`src/rtl/sar_seq_pkg.sv`:
```
`timescale 1ns/1ps
package sar_seq_pkg;

   typedef enum logic [1:0] {
      MODE_FAST   = 2'd0,
      MODE_STD    = 2'd1,
      MODE_LOWPWR = 2'd2,
      MODE_RSVD   = 2'd3
   } sar_mode_e;

   typedef enum logic [1:0] {
      ST_IDLE  = 2'd0,
      ST_CONV  = 2'd1,
      ST_SLEEP = 2'd2
   } sar_state_e;

   // conversion time of each mode, in tenths of a microsecond
   function automatic int conv_tenths(input sar_mode_e m);
      case (m)
         MODE_FAST:   return 7;
         MODE_LOWPWR: return 11;
         default:     return 9;
      endcase
   endfunction

   // the reserved code falls back to the default mode
   function automatic sar_mode_e fold_mode(input logic [1:0] raw);
      return (raw == 2'd3) ? MODE_STD : sar_mode_e'(raw);
   endfunction

endpackage

```
`src/rtl/sar_step_plan.sv`:
```
`timescale 1ns/1ps
module sar_step_plan
   import sar_seq_pkg::*;
#(
   parameter int NBITS      = 14,
   parameter int CLK_PER_US = 100,
   parameter int CW         = 8
) (
   input  sar_mode_e       sel_mode,
   output logic [CW-1:0]   lead_cyc,
   output logic [CW-1:0]   step_cyc
);
   localparam int CYC_FAST = CLK_PER_US * 7 / 10;
   localparam int CYC_STD  = CLK_PER_US * 9 / 10;
   localparam int CYC_LOW  = CLK_PER_US * 11 / 10;
   localparam int STEP_FAST = CYC_FAST / NBITS;
   localparam int STEP_STD  = CYC_STD / NBITS;
   localparam int STEP_LOW  = CYC_LOW / NBITS;
   localparam int LEAD_FAST = CYC_FAST - STEP_FAST * NBITS;
   localparam int LEAD_STD  = CYC_STD - STEP_STD * NBITS;
   localparam int LEAD_LOW  = CYC_LOW - STEP_LOW * NBITS;

   generate
      if (NBITS < 2) begin : g_bad_width
         $error("sar_step_plan: NBITS must be at least 2");
      end
      if (CYC_FAST < NBITS) begin : g_bad_clock
         $error("sar_step_plan: clock too slow for one cycle per bit");
      end
      if (CYC_LOW >= (1 << CW)) begin : g_bad_cw
         $error("sar_step_plan: counter width too small");
      end
   endgenerate

   always_comb begin
      case (sel_mode)
         MODE_FAST: begin
            lead_cyc = CW'(LEAD_FAST);
            step_cyc = CW'(STEP_FAST);
         end
         MODE_LOWPWR: begin
            lead_cyc = CW'(LEAD_LOW);
            step_cyc = CW'(STEP_LOW);
         end
         default: begin
            lead_cyc = CW'(LEAD_STD);
            step_cyc = CW'(STEP_STD);
         end
      endcase
   end

endmodule

```
`src/rtl/sar_gap_timer.sv`:
```
`timescale 1ns/1ps
module sar_gap_timer #(
   parameter int LIMIT = 100000
) (
   input  logic clk,
   input  logic rst_n,
   input  logic start,
   output logic stale
);
   localparam int TW = $clog2(LIMIT + 2);

   logic [TW-1:0] gap_q;
   logic          seen_q;

   generate
      if (LIMIT < 1) begin : g_bad_limit
         $error("sar_gap_timer: LIMIT must be positive");
      end
   endgenerate

   always_ff @(posedge clk) begin
      if (!rst_n) begin
         gap_q  <= '0;
         seen_q <= 1'b0;
      end else if (start) begin
         gap_q  <= '0;
         seen_q <= 1'b1;
      end else if (gap_q != TW'(LIMIT)) begin
         gap_q <= gap_q + 1'b1;
      end
   end

   // value read at a start edge is (cycles since previous start) - 1
   assign stale = !seen_q || (gap_q >= TW'(LIMIT));

   always @(posedge clk) begin
      if (rst_n) begin
         p_gap_saturates_r7: assert (gap_q <= TW'(LIMIT))
            else $error("gap counter beyond saturation");
      end
   end

endmodule

```
`src/rtl/sar_search_reg.sv`:
```
`timescale 1ns/1ps
module sar_search_reg #(
   parameter int NBITS = 14,
   parameter int IW    = 4
) (
   input  logic             clk,
   input  logic             rst_n,
   input  logic             load,
   input  logic             decide,
   input  logic [IW-1:0]    idx,
   input  logic             cmp,
   output logic [NBITS-1:0] trial
);
   genvar gi;
   generate
      for (gi = 0; gi < NBITS; gi++) begin : g_bit
         logic bit_q;
         always_ff @(posedge clk) begin
            if (!rst_n) begin
               bit_q <= 1'b0;
            end else if (load) begin
               bit_q <= (gi == NBITS - 1);
            end else if (decide && idx == IW'(gi)) begin
               bit_q <= cmp;
            end else if (decide && (gi < NBITS - 1) && idx == IW'(gi + 1)) begin
               bit_q <= 1'b1;
            end
         end
         assign trial[gi] = bit_q;
      end
   endgenerate

endmodule

```
`src/rtl/sar_seq_top.sv`:
```
`timescale 1ns/1ps
module sar_seq_top
   import sar_seq_pkg::*;
#(
   parameter int NBITS      = 14,
   parameter int CLK_PER_US = 100,
   parameter int STALE_US   = 1000
) (
   input  logic             clk,
   input  logic             rst_n,
   input  logic             cnv,
   input  logic [1:0]       mode,
   input  logic             cmp_hi,
   output logic             busy,
   output logic             done,
   output logic [NBITS-1:0] result,
   output logic             result_valid,
   output logic             pdown,
   output logic [NBITS-1:0] dac_code
);
   localparam int MAX_CYC = CLK_PER_US * 11 / 10;
   localparam int CW      = $clog2(MAX_CYC + 1);
   localparam int IW      = $clog2(NBITS);
   localparam int LIMIT   = CLK_PER_US * STALE_US;
   localparam logic [NBITS-1:0] MSB_ONLY = {1'b1, {(NBITS-1){1'b0}}};

   sar_state_e     state_q;
   sar_mode_e      mode_q, plan_mode, start_mode;
   logic           cnv_q, valid_q;
   logic [CW-1:0]  cnt_q, lead_c, step_c;
   logic [IW-1:0]  idx_q;
   logic           start, decide, stale;
   logic [NBITS-1:0] final_code;

   assign start_mode = fold_mode(mode);
   assign plan_mode  = (state_q == ST_CONV) ? mode_q : start_mode;
   assign start      = cnv && !cnv_q && (state_q != ST_CONV);
   assign decide     = (state_q == ST_CONV) && (cnt_q == '0);
   assign final_code = {dac_code[NBITS-1:1], cmp_hi};

   sar_step_plan #(.NBITS(NBITS), .CLK_PER_US(CLK_PER_US), .CW(CW)) u_plan (
      .sel_mode (plan_mode),
      .lead_cyc (lead_c),
      .step_cyc (step_c)
   );

   sar_gap_timer #(.LIMIT(LIMIT)) u_gap (
      .clk   (clk),
      .rst_n (rst_n),
      .start (start),
      .stale (stale)
   );

   sar_search_reg #(.NBITS(NBITS), .IW(IW)) u_search (
      .clk    (clk),
      .rst_n  (rst_n),
      .load   (start),
      .decide (decide),
      .idx    (idx_q),
      .cmp    (cmp_hi),
      .trial  (dac_code)
   );

   always_ff @(posedge clk) begin
      if (!rst_n) begin
         state_q      <= ST_IDLE;
         mode_q       <= MODE_STD;
         cnv_q        <= 1'b0;
         cnt_q        <= '0;
         idx_q        <= '0;
         valid_q      <= 1'b0;
         done         <= 1'b0;
         result       <= '0;
         result_valid <= 1'b0;
      end else begin
         cnv_q <= cnv;
         done  <= 1'b0;
         if (start) begin
            state_q <= ST_CONV;
            mode_q  <= start_mode;
            idx_q   <= IW'(NBITS - 1);
            cnt_q   <= lead_c + step_c - 1'b1;
            valid_q <= !((start_mode == MODE_FAST) && stale);
         end else if (state_q == ST_CONV) begin
            if (decide) begin
               if (idx_q == '0) begin
                  state_q      <= (mode_q == MODE_LOWPWR) ? ST_SLEEP : ST_IDLE;
                  done         <= 1'b1;
                  result       <= {~final_code[NBITS-1], final_code[NBITS-2:0]};
                  result_valid <= valid_q;
               end else begin
                  idx_q <= idx_q - 1'b1;
                  cnt_q <= step_c - 1'b1;
               end
            end else begin
               cnt_q <= cnt_q - 1'b1;
            end
         end
      end
   end

   assign busy  = (state_q == ST_CONV);
   assign pdown = (state_q == ST_SLEEP);

   p_start_msb_r1: assert property (@(posedge clk) disable iff (!rst_n)
      $rose(busy) |-> dac_code == MSB_ONLY);

   p_done_after_busy_r5: assert property (@(posedge clk) disable iff (!rst_n)
      done |-> (!busy && $past(busy)));

   p_result_hold_r5: assert property (@(posedge clk) disable iff (!rst_n)
      !done |-> $stable(result));

   p_no_early_end_r6: assert property (@(posedge clk) disable iff (!rst_n)
      $fell(busy) |-> done);

   p_sleep_entry_r8: assert property (@(posedge clk) disable iff (!rst_n)
      $rose(pdown) |-> done);

   p_sleep_excl_r8: assert property (@(posedge clk) disable iff (!rst_n)
      pdown |-> !busy);

endmodule

```
`config.mk`:
```
export PLATFORM = sky130hd
export DESIGN_NAME = sar_seq_top
export DESIGN_NICKNAME = d
export VERILOG_FILES = /design/src/rtl/sar_seq_pkg.sv /design/src/rtl/sar_step_plan.sv /design/src/rtl/sar_gap_timer.sv /design/src/rtl/sar_search_reg.sv /design/src/rtl/sar_seq_top.sv
export SDC_FILE = /design/constraint.sdc
export NUM_CORES = 1
export LEC_CHECK = 0
export BUFFER_PORTS_ARGS = -buffer_cell sky130_fd_sc_hd__buf_2
export CORE_MARGIN = 2
export CORE_UTILIZATION = 58
export DETAILED_ROUTE_END_ITERATION = 7
export PLACE_DENSITY = 0.77
export SLEW_MARGIN = 10
export SYNTH_ARGS = -nofsm -noshare
export SYNTH_HDL_FRONTEND = slang
export SYNTH_SLANG_ARGS = --single-unit
```
`constraint.sdc`:
```
create_clock -name clk -period 2.9 [get_ports clk]
set_clock_uncertainty 0.15 [all_clocks]
set_input_delay 0.58 -clock clk [delete_from_list [all_inputs] [get_ports clk]]
set_output_delay 0.58 -clock clk [all_outputs]
set_load 0.05 [all_outputs]
```
==> flow_summary.ini, run 1 <==
[clock_network]
cts.clk_slew.worst_paths_ns = 0.07
clock_path_buffers = 2
hold_buffers = 0
postCtsSetupBuffers = 0
worstSkewPairLatency_ns = 0.34
cts_resized = 0
cts_max_level = 3
cts_buffers = 9
clock_sinks = 65
cts_tree = done
root_buffer = clkbuf_8

[pwr]
power-per-cell-area_nw_per_um2 = 667
power.share.sequential = 0.420
switching_share = 0.285
p_switching_w = 0.000666
pwr-share-clk = 0.404
p_leak_nw = 1.34
power.internal_w = 0.00167
p_comb_frac = 0.176
peakVddDrop_mv = 0.436

[synthesis]
avgSynthCellArea_um2 = 8.85
synth_top_flop_cell = dfxtp_1
netlist.area_leader.share = 0.412
ys_types = 55
netlist_top_cells_area = dfxtp_1 (41%), mux2i_1 (5.4%), nor2_1 (4.4%)
yosysSeqAreaShare = 0.412
synth_edf_count = 0
synthCells = 357
async_reset_ff_frac = 0
ys_warn_count = 0
synth_top_cell_by_area = dfxtp_1
synth_seq_cells = 65
netlist_area_um2 = 3160
synthesis.nets = 370

[grt]
antenna_found_initial = 0
grt_max_degree = 30
grt_overflow = 0
grt_first_pass_wirelength_mm = 11.3
grt_pass1_vias = 2361
grt_use_total = 0.233

[die]
dieWidth_um = 77.8
row_count = 26
coreArea_um2 = 5170
ios = 38
die_y_um = 77.8
dieArea_um2 = 6050
start_util = 0.611

[setup_path]
start_kind = flip-flop
required_ns = 3.00
cp-end-kind = flip-flop
rrSetupSlack_ns = 0.35
worst-path-max-fanout = 8
crit_type = flip-flop to flip-flop
critPathArrivalTime_ns = 2.65

[timing]
period_share = 0.878
hold_viol_final = 0
rsz0062_at_grt = false
setup_violations = 0
fmax_mhz = 393
period_minus_slack_ns = 2.55
slew_headroom = 0.580
timing.final.ws_setup_ns = 0.355
worstMarginPinSlew_ns = 0.624
maxSlewViolCount = 0
setup_tns_ns = 0

[job]
maxCapViolCount = 0

[final_layout]
nets = 387
final_common_cell = dfxtp_1
regArea_um2 = 1300
diodes = 0
most-common-layout-cells = dfxtp_1 (65), nor2_1 (37), buf_2 (37)
drive_above_1_share = 0.182
nFillCells = 443
area_growth_pct = 10.9
multi_input_area_um2 = 1590

[detailed_routing]
num_vias = 2601
routed.top_layer = met4
vias_per_cell = 5.79
firstDrtPassIters = 4
ant_nets = 0
route.met3.wl_um = 237
drtIter0Drc = 146
drcViolationCount = 0
wl_per_cell_um = 14.9
wl_met1_mm = 3.34
wl_met2_mm = 3.00
routed_wirelength_mm = 6.70

[place]
place.gp.congestion = 0.893
port_buffers = 37
hpwl_mm = 4.55
place_ws_ns = 0.372

[worst_hold_path]
min_path_type = input pin to flip-flop

[status]
status = complete, no violations
==> cell usage after synthesis, types with 2 or more instances <==
cell and count:
or4bb_1 2, a211oi_1 14, dfxtp_1 65, ha_1 7
buf_4 16, and2_1 3, a311oi_1 6, xor2_1 4
nor4_1 10, or3_1 3, and3_1 4, nor2_1 37
o32ai_1 3, inv_1 18, buf_2 3, nand2b_1 4
or2_2 4, o41a_1 2, mux2i_1 17, a21oi_1 21
or4_1 3, clkbuf_1 14, nand4_1 7, nor3_1 6
o21ai_0 9, nand2_1 20, a31oi_1 7, a211o_1 2
xnor2_1 6, nor2b_1 5, nand3_1 11
==> final timing paths <==
kind	from	endpoint	cells past startpoint
min reg2reg	u_gap.seen_q$_SDFFE_PN0P_	u_gap.seen_q$_SDFFE_PN0P_	2
min	cnv	cnv_q$_SDFF_PN0_	2
max	cnt_q[0]$_SDFFE_PN0P_	u_search.g_bit[7].bit_q$_SDFFE_PP0P_	6
max reg2reg	cnt_q[0]$_SDFFE_PN0P_	u_search.g_bit[7].bit_q$_SDFFE_PP0P_	6
==> stage by stage <==
step | power [W] | hold slack, ns | utilization | instances | cell area, µm²
floorplan | 0.00133 | 0.287 | - | 357 | 3160
global placement | 0.00140 | 0.307 | 0.631 | 433 | 3260
detailed placement | 0.00141 | 0.310 | 0.631 | 433 | 3260
CTS | 0.00234 | 0.315 | 0.678 | 449 | 3500
global route | 0.00242 | 0.330 | 0.678 | 449 | 3500
finish | 0.00234 | 0.324 | 0.678 | 449 | 3500
==> per-layer routing <==
layer,global-route usage,vias up
li1,-,1311
met1,0.314,1228
met2,0.360,51
met3,0.0465,11
met4,0.105,0
met5,0,-
==> power by group through the flow <==
stage | Sequential, W | Clock [W] | Combinational, W
after floorplan | 0.000993 | 0 | 0.000339
after global placement | 0.000999 | 0 | 0.000396
after detailed placement | 0.00100 | 0 | 0.000405
after CTS | 0.000981 | 0.000956 | 0.000408
after global routing | 0.000987 | 0.000990 | 0.000446
final | 0.000982 | 0.000943 | 0.000411
==> worst max-delay path, stage by stage, from the launching register on <==
cell and delay, ns:
dfxtp_1 0.32, inv_1 0.09, ha_1 0.22, or4bb_1 0.73, nor4b_4 0.49, a221oi_1 0.17, a311oi_1 0.27
==> final cells by class <==
type | count | share of cell area
Multi-Input combinational cell | 239 | 0.455
Sequential cell | 65 | 0.371
Timing Repair Buffer | 40 | 0.0593
Clock buffer | 10 | 0.0393
Clock inverter | 6 | 0.0300
Tap cell | 70 | 0.0250
Inverter | 19 | 0.0203
==> cell families (layout without fill, tap and decap cells) <==
| kind of cell | count (synthesis) | count (layout) | share of synthesized area |
|---|---|---|---|
| buffers and inverters | 53 | 75 | 0.0855 |
| AND/OR/NAND/NOR | 128 | 128 | 0.226 |
| multiplexers | 17 | 17 | 0.0539 |
| AO/OA/AOI/OAI | 77 | 77 | 0.168 |
| adder cells (fa/ha/maj) | 7 | 7 | 0.0277 |
| XOR/XNOR | 10 | 10 | 0.0277 |
| flip-flops | 65 | 65 | 0.412 |
==> registers in the layout (all words and copies together) (netlist names) <==
name	cells
u_gap.gap_q	17
result	14
u_search.g_bit.bit_q	14
cnt_q	7
idx_q	4
mode_q	2
state_q	2
cnv_q	1
done	1
result_valid	1
u_gap.seen_q	1
valid_q	1
Power figures use the tool's default switching activity.
==> run 2, diff against run 1 <==
--- a/config.mk
+++ b/config.mk
@@ -7,10 +7,11 @@
 export LEC_CHECK = 0
 export BUFFER_PORTS_ARGS = -buffer_cell sky130_fd_sc_hd__buf_2
 export CORE_MARGIN = 2
-export CORE_UTILIZATION = 58
+export CORE_UTILIZATION = 45
 export DETAILED_ROUTE_END_ITERATION = 7
-export PLACE_DENSITY = 0.77
+export PLACE_DENSITY = 0.64
 export SLEW_MARGIN = 10
 export SYNTH_ARGS = -nofsm -noshare
 export SYNTH_HDL_FRONTEND = slang
 export SYNTH_SLANG_ARGS = --single-unit
+export TNS_END_PERCENT = 30
==> constraint.sdc (replaced) <==
create_clock -name clk -period 2.29 [get_ports clk]
set_clock_uncertainty 0.15 [all_clocks]
set_input_delay 0.458 -clock clk [delete_from_list [all_inputs] [get_ports clk]]
set_output_delay 0.458 -clock clk [all_outputs]
set_load 0.05 [all_outputs]
==> flow_summary.ini, run 2 (synthesis results as in run 1) <==
[worst_hold_path]
min_from = cnv
hold_end = cnv_q$_SDFF_PN0_
min_path_type = input pin to flip-flop
holdPathStages = 2

[detailed_routing]
vias_per_cell = 5.40
routed_wirelength_mm = 7.13
num_vias = 2704
ant_nets = 0
firstDrtPassIters = 4
wl_per_cell_um = 14.2
drtIter0Drc = 164
drcViolationCount = 0

[setup_path]
crit_type = flip-flop to flip-flop
r2r-end = cnt_q[1]$_SDFFE_PN0P_
rrSetupSlack_ns = 0.07
cp-end-kind = flip-flop
critPathArrivalTime_ns = 2.30
start_kind = flip-flop
worst-path-max-fanout = 8
required_ns = 2.37
worstRegToRegCells = 7
r2r_start = cnt_q[4]$_SDFFE_PN0P_

[final_layout]
largest_reg_flops = 17
nets = 414
final_util = 0.555
largest_register = u_gap.gap_q
layoutNonFillerInstCount = 501
final_common_cell = dfxtp_1
drive_above_1_share = 0.252
top_regs = u_gap.gap_q x17, result x14, u_search.g_bit.bit_q x14
area_growth_pct = 19.4
diodes = 0
most-common-layout-cells = dfxtp_1 (62), nor2_1 (37), buf_2 (37)

[timing]
hold_viol_final = 0
fmax_mhz = 450
slew_headroom = 0.582
setup_tns_ns = 0
worstMarginPinSlew_ns = 0.622
period_minus_slack_ns = 2.22
maxSlewViolCount = 0
period_share = 0.971
setup_violations = 0
rsz0062_at_grt = true

[grt]
grt_first_pass_wirelength_mm = 11.3
grt_max_degree = 31
grt_pass1_vias = 2460
grt_use_total = 0.185
grt_overflow = 0
antenna_found_initial = 0

[die]
die_y_um = 87.8
coreArea_um2 = 6790
dieArea_um2 = 7710
row_count = 30
ios = 38
dieWidth_um = 87.8
start_util = 0.465

[place]
placed_cells = 480
place.gp.congestion = 0.987
port_buffers = 37
hpwl_mm = 4.77

[clock_network]
worstSkewPairLatency_ns = 0.34
root_buffer = clkbuf_8
hold_buffers = 0
cts_max_level = 3
cts_tree = done
clock_path_buffers = 2
cts.clk_slew.worst_paths_ns = 0.06
clock_sinks = 65
cts_buffers = 9

[pwr]
power.internal_w = 0.00199
pwr-share-clk = 0.320
p_leak_nw = 1.47
switching_share = 0.301
p_comb_frac = 0.249
peakVddDrop_mv = 0.519
power.share.sequential = 0.431
power-per-cell-area_nw_per_um2 = 755
p_switching_w = 0.000857

[status]
status = complete, no violations

[job]
maxCapViolCount = 0
==> run 2: cell types whose count changed in the layout (fill, tap and decap cells not counted), moves of 2 or more <==
cell / before / now
buf_6: 0 / 3
dfxtp_2: 0 / 3
buf_12: 0 / 3
bufinv_16: 3 / 1
dfxtp_1: 65 / 62
buf_4: 3 / 23
clkbuf_1: 0 / 2
inv_2: 1 / 3
inv_1: 18 / 16
==> run 2: critical path: stages, from the launching register on <==
cell and delay (ns):
dfxtp_1 0.31, buf_4 0.15, or4_1 0.49, buf_6 0.17, nor3b_4 0.37, buf_6 0.20, nor4_2 0.06, a32o_1 0.21
==> run 2: routing by layer <==
metal  global-route usage  part of all wire  up-vias
met5                    0                 0        -
met4               0.0671             0.018        0
met3               0.0594             0.048       15
met2                0.289              0.45       72
met1                0.241              0.48     1255
li1                     -                 -     1362
==> run 2: worst max path at each step <==
stage          cells after the start  slack, ns                      end             startpoint
2_1_floorplan                      9      0.004   result[1]$_SDFFE_PN0P_  cnt_q[0]$_SDFFE_PN0P_
3_3_place_gp                       8       0.04   result[0]$_SDFFE_PN0P_  cnt_q[0]$_SDFFE_PN0P_
3_5_place_dp                       8      -0.02  result[11]$_SDFFE_PN0P_  cnt_q[0]$_SDFFE_PN0P_
4_1_cts                            8     -0.004    cnt_q[1]$_SDFFE_PN0P_  cnt_q[0]$_SDFFE_PN0P_
5_1_grt                            7      -0.04  result[11]$_SDFFE_PN0P_  idx_q[1]$_SDFFE_PP0P_
6_report                           7       0.07    cnt_q[1]$_SDFFE_PN0P_  cnt_q[4]$_SDFFE_PN0P_
==> run 2: timing repair <==
| action | in CTS | in global routing |
|---|---|---|
| gates resized for setup | 2 | 16 |
| hold endpoints to repair | 0 | 0 |
| pin swaps | 0 | 5 |
| setup buffers | 0 | 4 |
| cloned | 0 | 2 |
| setup endpoints to repair | 5 | 26 |
==> run 2: final cells by class <==
type | count | area, µm²
multi-input combinational | 239 | 1620
clock inverter | 4 | 45.0
tap | 96 | 120
inverter | 19 | 71.3
sequential | 65 | 1310
clock buffer | 11 | 131
timing repair buffer | 67 | 477
fill | 656 | 3020
==> run 2: through the flow <==
| step | area, µm² | hold slack (ns) | worst slack (ns) | power, W |
|---|---|---|---|---|
| finish | 3770 | 0.196 | 0.0655 | 0.00285 |
| global route | 3770 | 0.184 | -0.0421 | 0.00298 |
| detailed placement | 3460 | 0.316 | -0.0224 | 0.00187 |
| floorplan | 3160 | 0.287 | 0.00367 | 0.00169 |
| global placement | 3460 | 0.304 | 0.0432 | 0.00186 |
| CTS | 3650 | 0.189 | -0.00426 | 0.00278 |
==> run 2: power groups by stage <==
| stage | registers (W) | clock network, W | logic [W] |
|---|---|---|---|
| after floorplan | 0.00126 | 0 | 0.000430 |
| after global placement | 0.00125 | 0 | 0.000615 |
| after detailed placement | 0.00125 | 0 | 0.000617 |
| after CTS | 0.00122 | 0.000934 | 0.000627 |
| after global routing | 0.00124 | 0.000974 | 0.000772 |
| final | 0.00123 | 0.000912 | 0.000709 |
==> run 3, diff against run 2 <==
--- a/config.mk
+++ b/config.mk
@@ -5,11 +5,12 @@
 export SDC_FILE = /design/constraint.sdc
 export NUM_CORES = 1
 export LEC_CHECK = 0
+export ABC_AREA = 1
 export BUFFER_PORTS_ARGS = -buffer_cell sky130_fd_sc_hd__buf_2
 export CORE_MARGIN = 2
 export CORE_UTILIZATION = 45
 export DETAILED_ROUTE_END_ITERATION = 7
-export PLACE_DENSITY = 0.64
+export PLACE_DENSITY = 0.63
 export SLEW_MARGIN = 10
 export SYNTH_ARGS = -nofsm -noshare
 export SYNTH_HDL_FRONTEND = slang
==> flow_summary.ini, run 3 <==
[final_layout]
largest_register = u_gap.gap_q
top_regs = u_gap.gap_q x17, result x14, u_search.g_bit.bit_q x14
most-common-layout-cells = nand2_1 (105), nor2_1 (76), inv_1 (65), dfxtp_1 (65), buf_2 (37)
diodes = 0
layoutNonFillerInstCount = 625
nets = 534
largest_reg_flops = 17
drive_above_1_share = 0.194
area_growth_pct = 10.2
final_common_cell = nand2_1

[place]
placed_cells = 604
port_buffers = 37
place.gp.congestion = 0.817
hpwl_mm = 4.99

[synthesis]
yosysMostFrequentCell = nand2_1
synth_edf_count = 0
ys_warn_count = 0
synth_top_flop_cell = dfxtp_1
netlist_top_cells_area = dfxtp_1 (38%), nand2_1 (11%), nor2_1 (8.3%)
async_reset_ff_frac = 0
synthesis.nets = 504
synthCells = 491
synth_top_cell_by_area = dfxtp_1
synth_seq_cells = 65
netlist.area_leader.share = 0.379
yosysSeqAreaShare = 0.379
avgSynthCellArea_um2 = 6.99
ys_types = 32
netlist_top_cells_count = nand2_1 (105), nor2_1 (76), dfxtp_1 (65), inv_1 (65), nand3_1 (28)
netlist_area_um2 = 3430

[timing]
hold_viol_final = 0
maxSlewViolCount = 0
fmax_mhz = 485
period_minus_slack_ns = 2.06
period_share = 0.901
setup_violations = 0
slew_headroom = 0.732
rsz0062_at_grt = false
worstMarginPinSlew_ns = 0.402
setup_tns_ns = 0

[detailed_routing]
vias_per_cell = 4.75
firstDrtPassIters = 4
num_vias = 2971
routed_wirelength_mm = 7.02
wl_per_cell_um = 11.2
ant_nets = 0
drcViolationCount = 0
drtIter0Drc = 138

[clock_network]
clock_path_buffers = 2
root_buffer = clkbuf_8
cts.clk_slew.worst_paths_ns = 0.07
worstSkewPairLatency_ns = 0.34
cts_tree = done
cts_buffers = 9
clock_sinks = 65
cts_max_level = 3

[setup_path]
worst-path-max-fanout = 30
cp-end-kind = flip-flop
required_ns = 2.36
crit_type = flip-flop to flip-flop
critPathArrivalTime_ns = 2.14
rrSetupSlack_ns = 0.23
start_kind = flip-flop

[grt]
grt_overflow = 0
antenna_found_initial = 0
grt_first_pass_wirelength_mm = 11.9
grt_use_total = 0.173
grt_max_degree = 31
grt_pass1_vias = 2677

[job]
maxCapViolCount = 0

[die]
start_util = 0.469
die_y_um = 91.4
ios = 38
coreArea_um2 = 7330
dieWidth_um = 91.4
dieArea_um2 = 8350
row_count = 31

[pwr]
power-per-cell-area_nw_per_um2 = 703
peakVddDrop_mv = 0.273
p_leak_nw = 1.71

[status]
status = complete, no violations

[worst_hold_path]
min_path_type = input pin to flip-flop
==> run 3: worst max-delay path, stage by stage (launching register included) <==
cell and delay, ns:
dfxtp_1 0.30, inv_1 0.16, ha_1 0.32, nand2_1 0.11, nor2_2 0.15, nand3_4 0.17, inv_4 0.36, nand2_1 0.09
nand2_1 0.08, a21oi_1 0.05
==> run 3: repair_timing <==
action / CTS / global route
setup endpoints to repair: 0 / 7
hold buffers: 0 / 0
buffers inserted: 0 / 5
resized for setup: 0 / 0
endpoints found under the hold margin: 0 / 0
==> run 3: layout make-up <==
class                      count  area [µm²]
tap                           99         124
clock buffer                  13         159
fill                         741        3550
sequential                    65        1300
multi-input combinational    329        1670
inverter                      70         265
timing repair buffer          46         253
clock inverter                 3        15.0
==> run 3: where the power goes <==
| part | internal [W] | total, W | leakage, nW | switching [W] |
|---|---|---|---|---|
| Combinational | 0.000173 | 0.000555 | 1.09 | 0.000382 |
| Sequential | 0.00119 | 0.00124 | 0.528 | 0.0000476 |
| Clock | 0.000448 | 0.000868 | 0.0932 | 0.000420 |
| Total | 0.00181 | 0.00266 | 1.71 | 0.000850 |
==> run 3: cell families (layout without fill, tap and decap cells) <==
kind of cell	count (synthesis)	count (layout)	synth area share
compound gates	74	74	0.127
xor+xnor	5	5	0.0128
fa+ha+maj	7	7	0.0255
buf+inv	97	132	0.136
simple gates	243	243	0.320
flops	65	65	0.379
==> run 3: worst paths after layout <==
| kind | startpoint | endpoint | cells past startpoint |
|---|---|---|---|
| max | cnt_q[0]$_SDFFE_PN0P_ | u_search.g_bit[0].bit_q$_SDFFE_PP0P_ | 9 |
| min | cnv | cnv_q$_SDFF_PN0_ | 3 |
| max reg2reg | cnt_q[0]$_SDFFE_PN0P_ | u_search.g_bit[0].bit_q$_SDFFE_PP0P_ | 9 |
| min reg2reg | valid_q$_SDFFE_PN0P_ | result_valid$_SDFFE_PN0P_ | 2 |
==> run 3: routing by layer <==
metal  vias to the layer above  global-route usage  part of all wire
met5                         -                   0                 0
met4                         0              0.0581             0.013
met3                         9              0.0440             0.039
met2                        48               0.286              0.45
met1                      1324               0.221              0.50
li1                       1590                   -                 -
==> run 3: stage by stage <==
| step | setup WS, ns | util | instance area (µm²) | hold WS (ns) | total power, W |
|---|---|---|---|---|---|
| floorplan | 0.515 | - | 3430 | 0.277 | 0.00172 |
| global placement | 0.242 | 0.487 | 3570 | 0.298 | 0.00180 |
| detailed placement | 0.153 | 0.487 | 3570 | 0.307 | 0.00181 |
| CTS | 0.145 | 0.511 | 3750 | 0.154 | 0.00268 |
| global route | 0.0133 | 0.516 | 3780 | 0.183 | 0.00281 |
| finish | 0.226 | 0.516 | 3780 | 0.166 | 0.00266 |
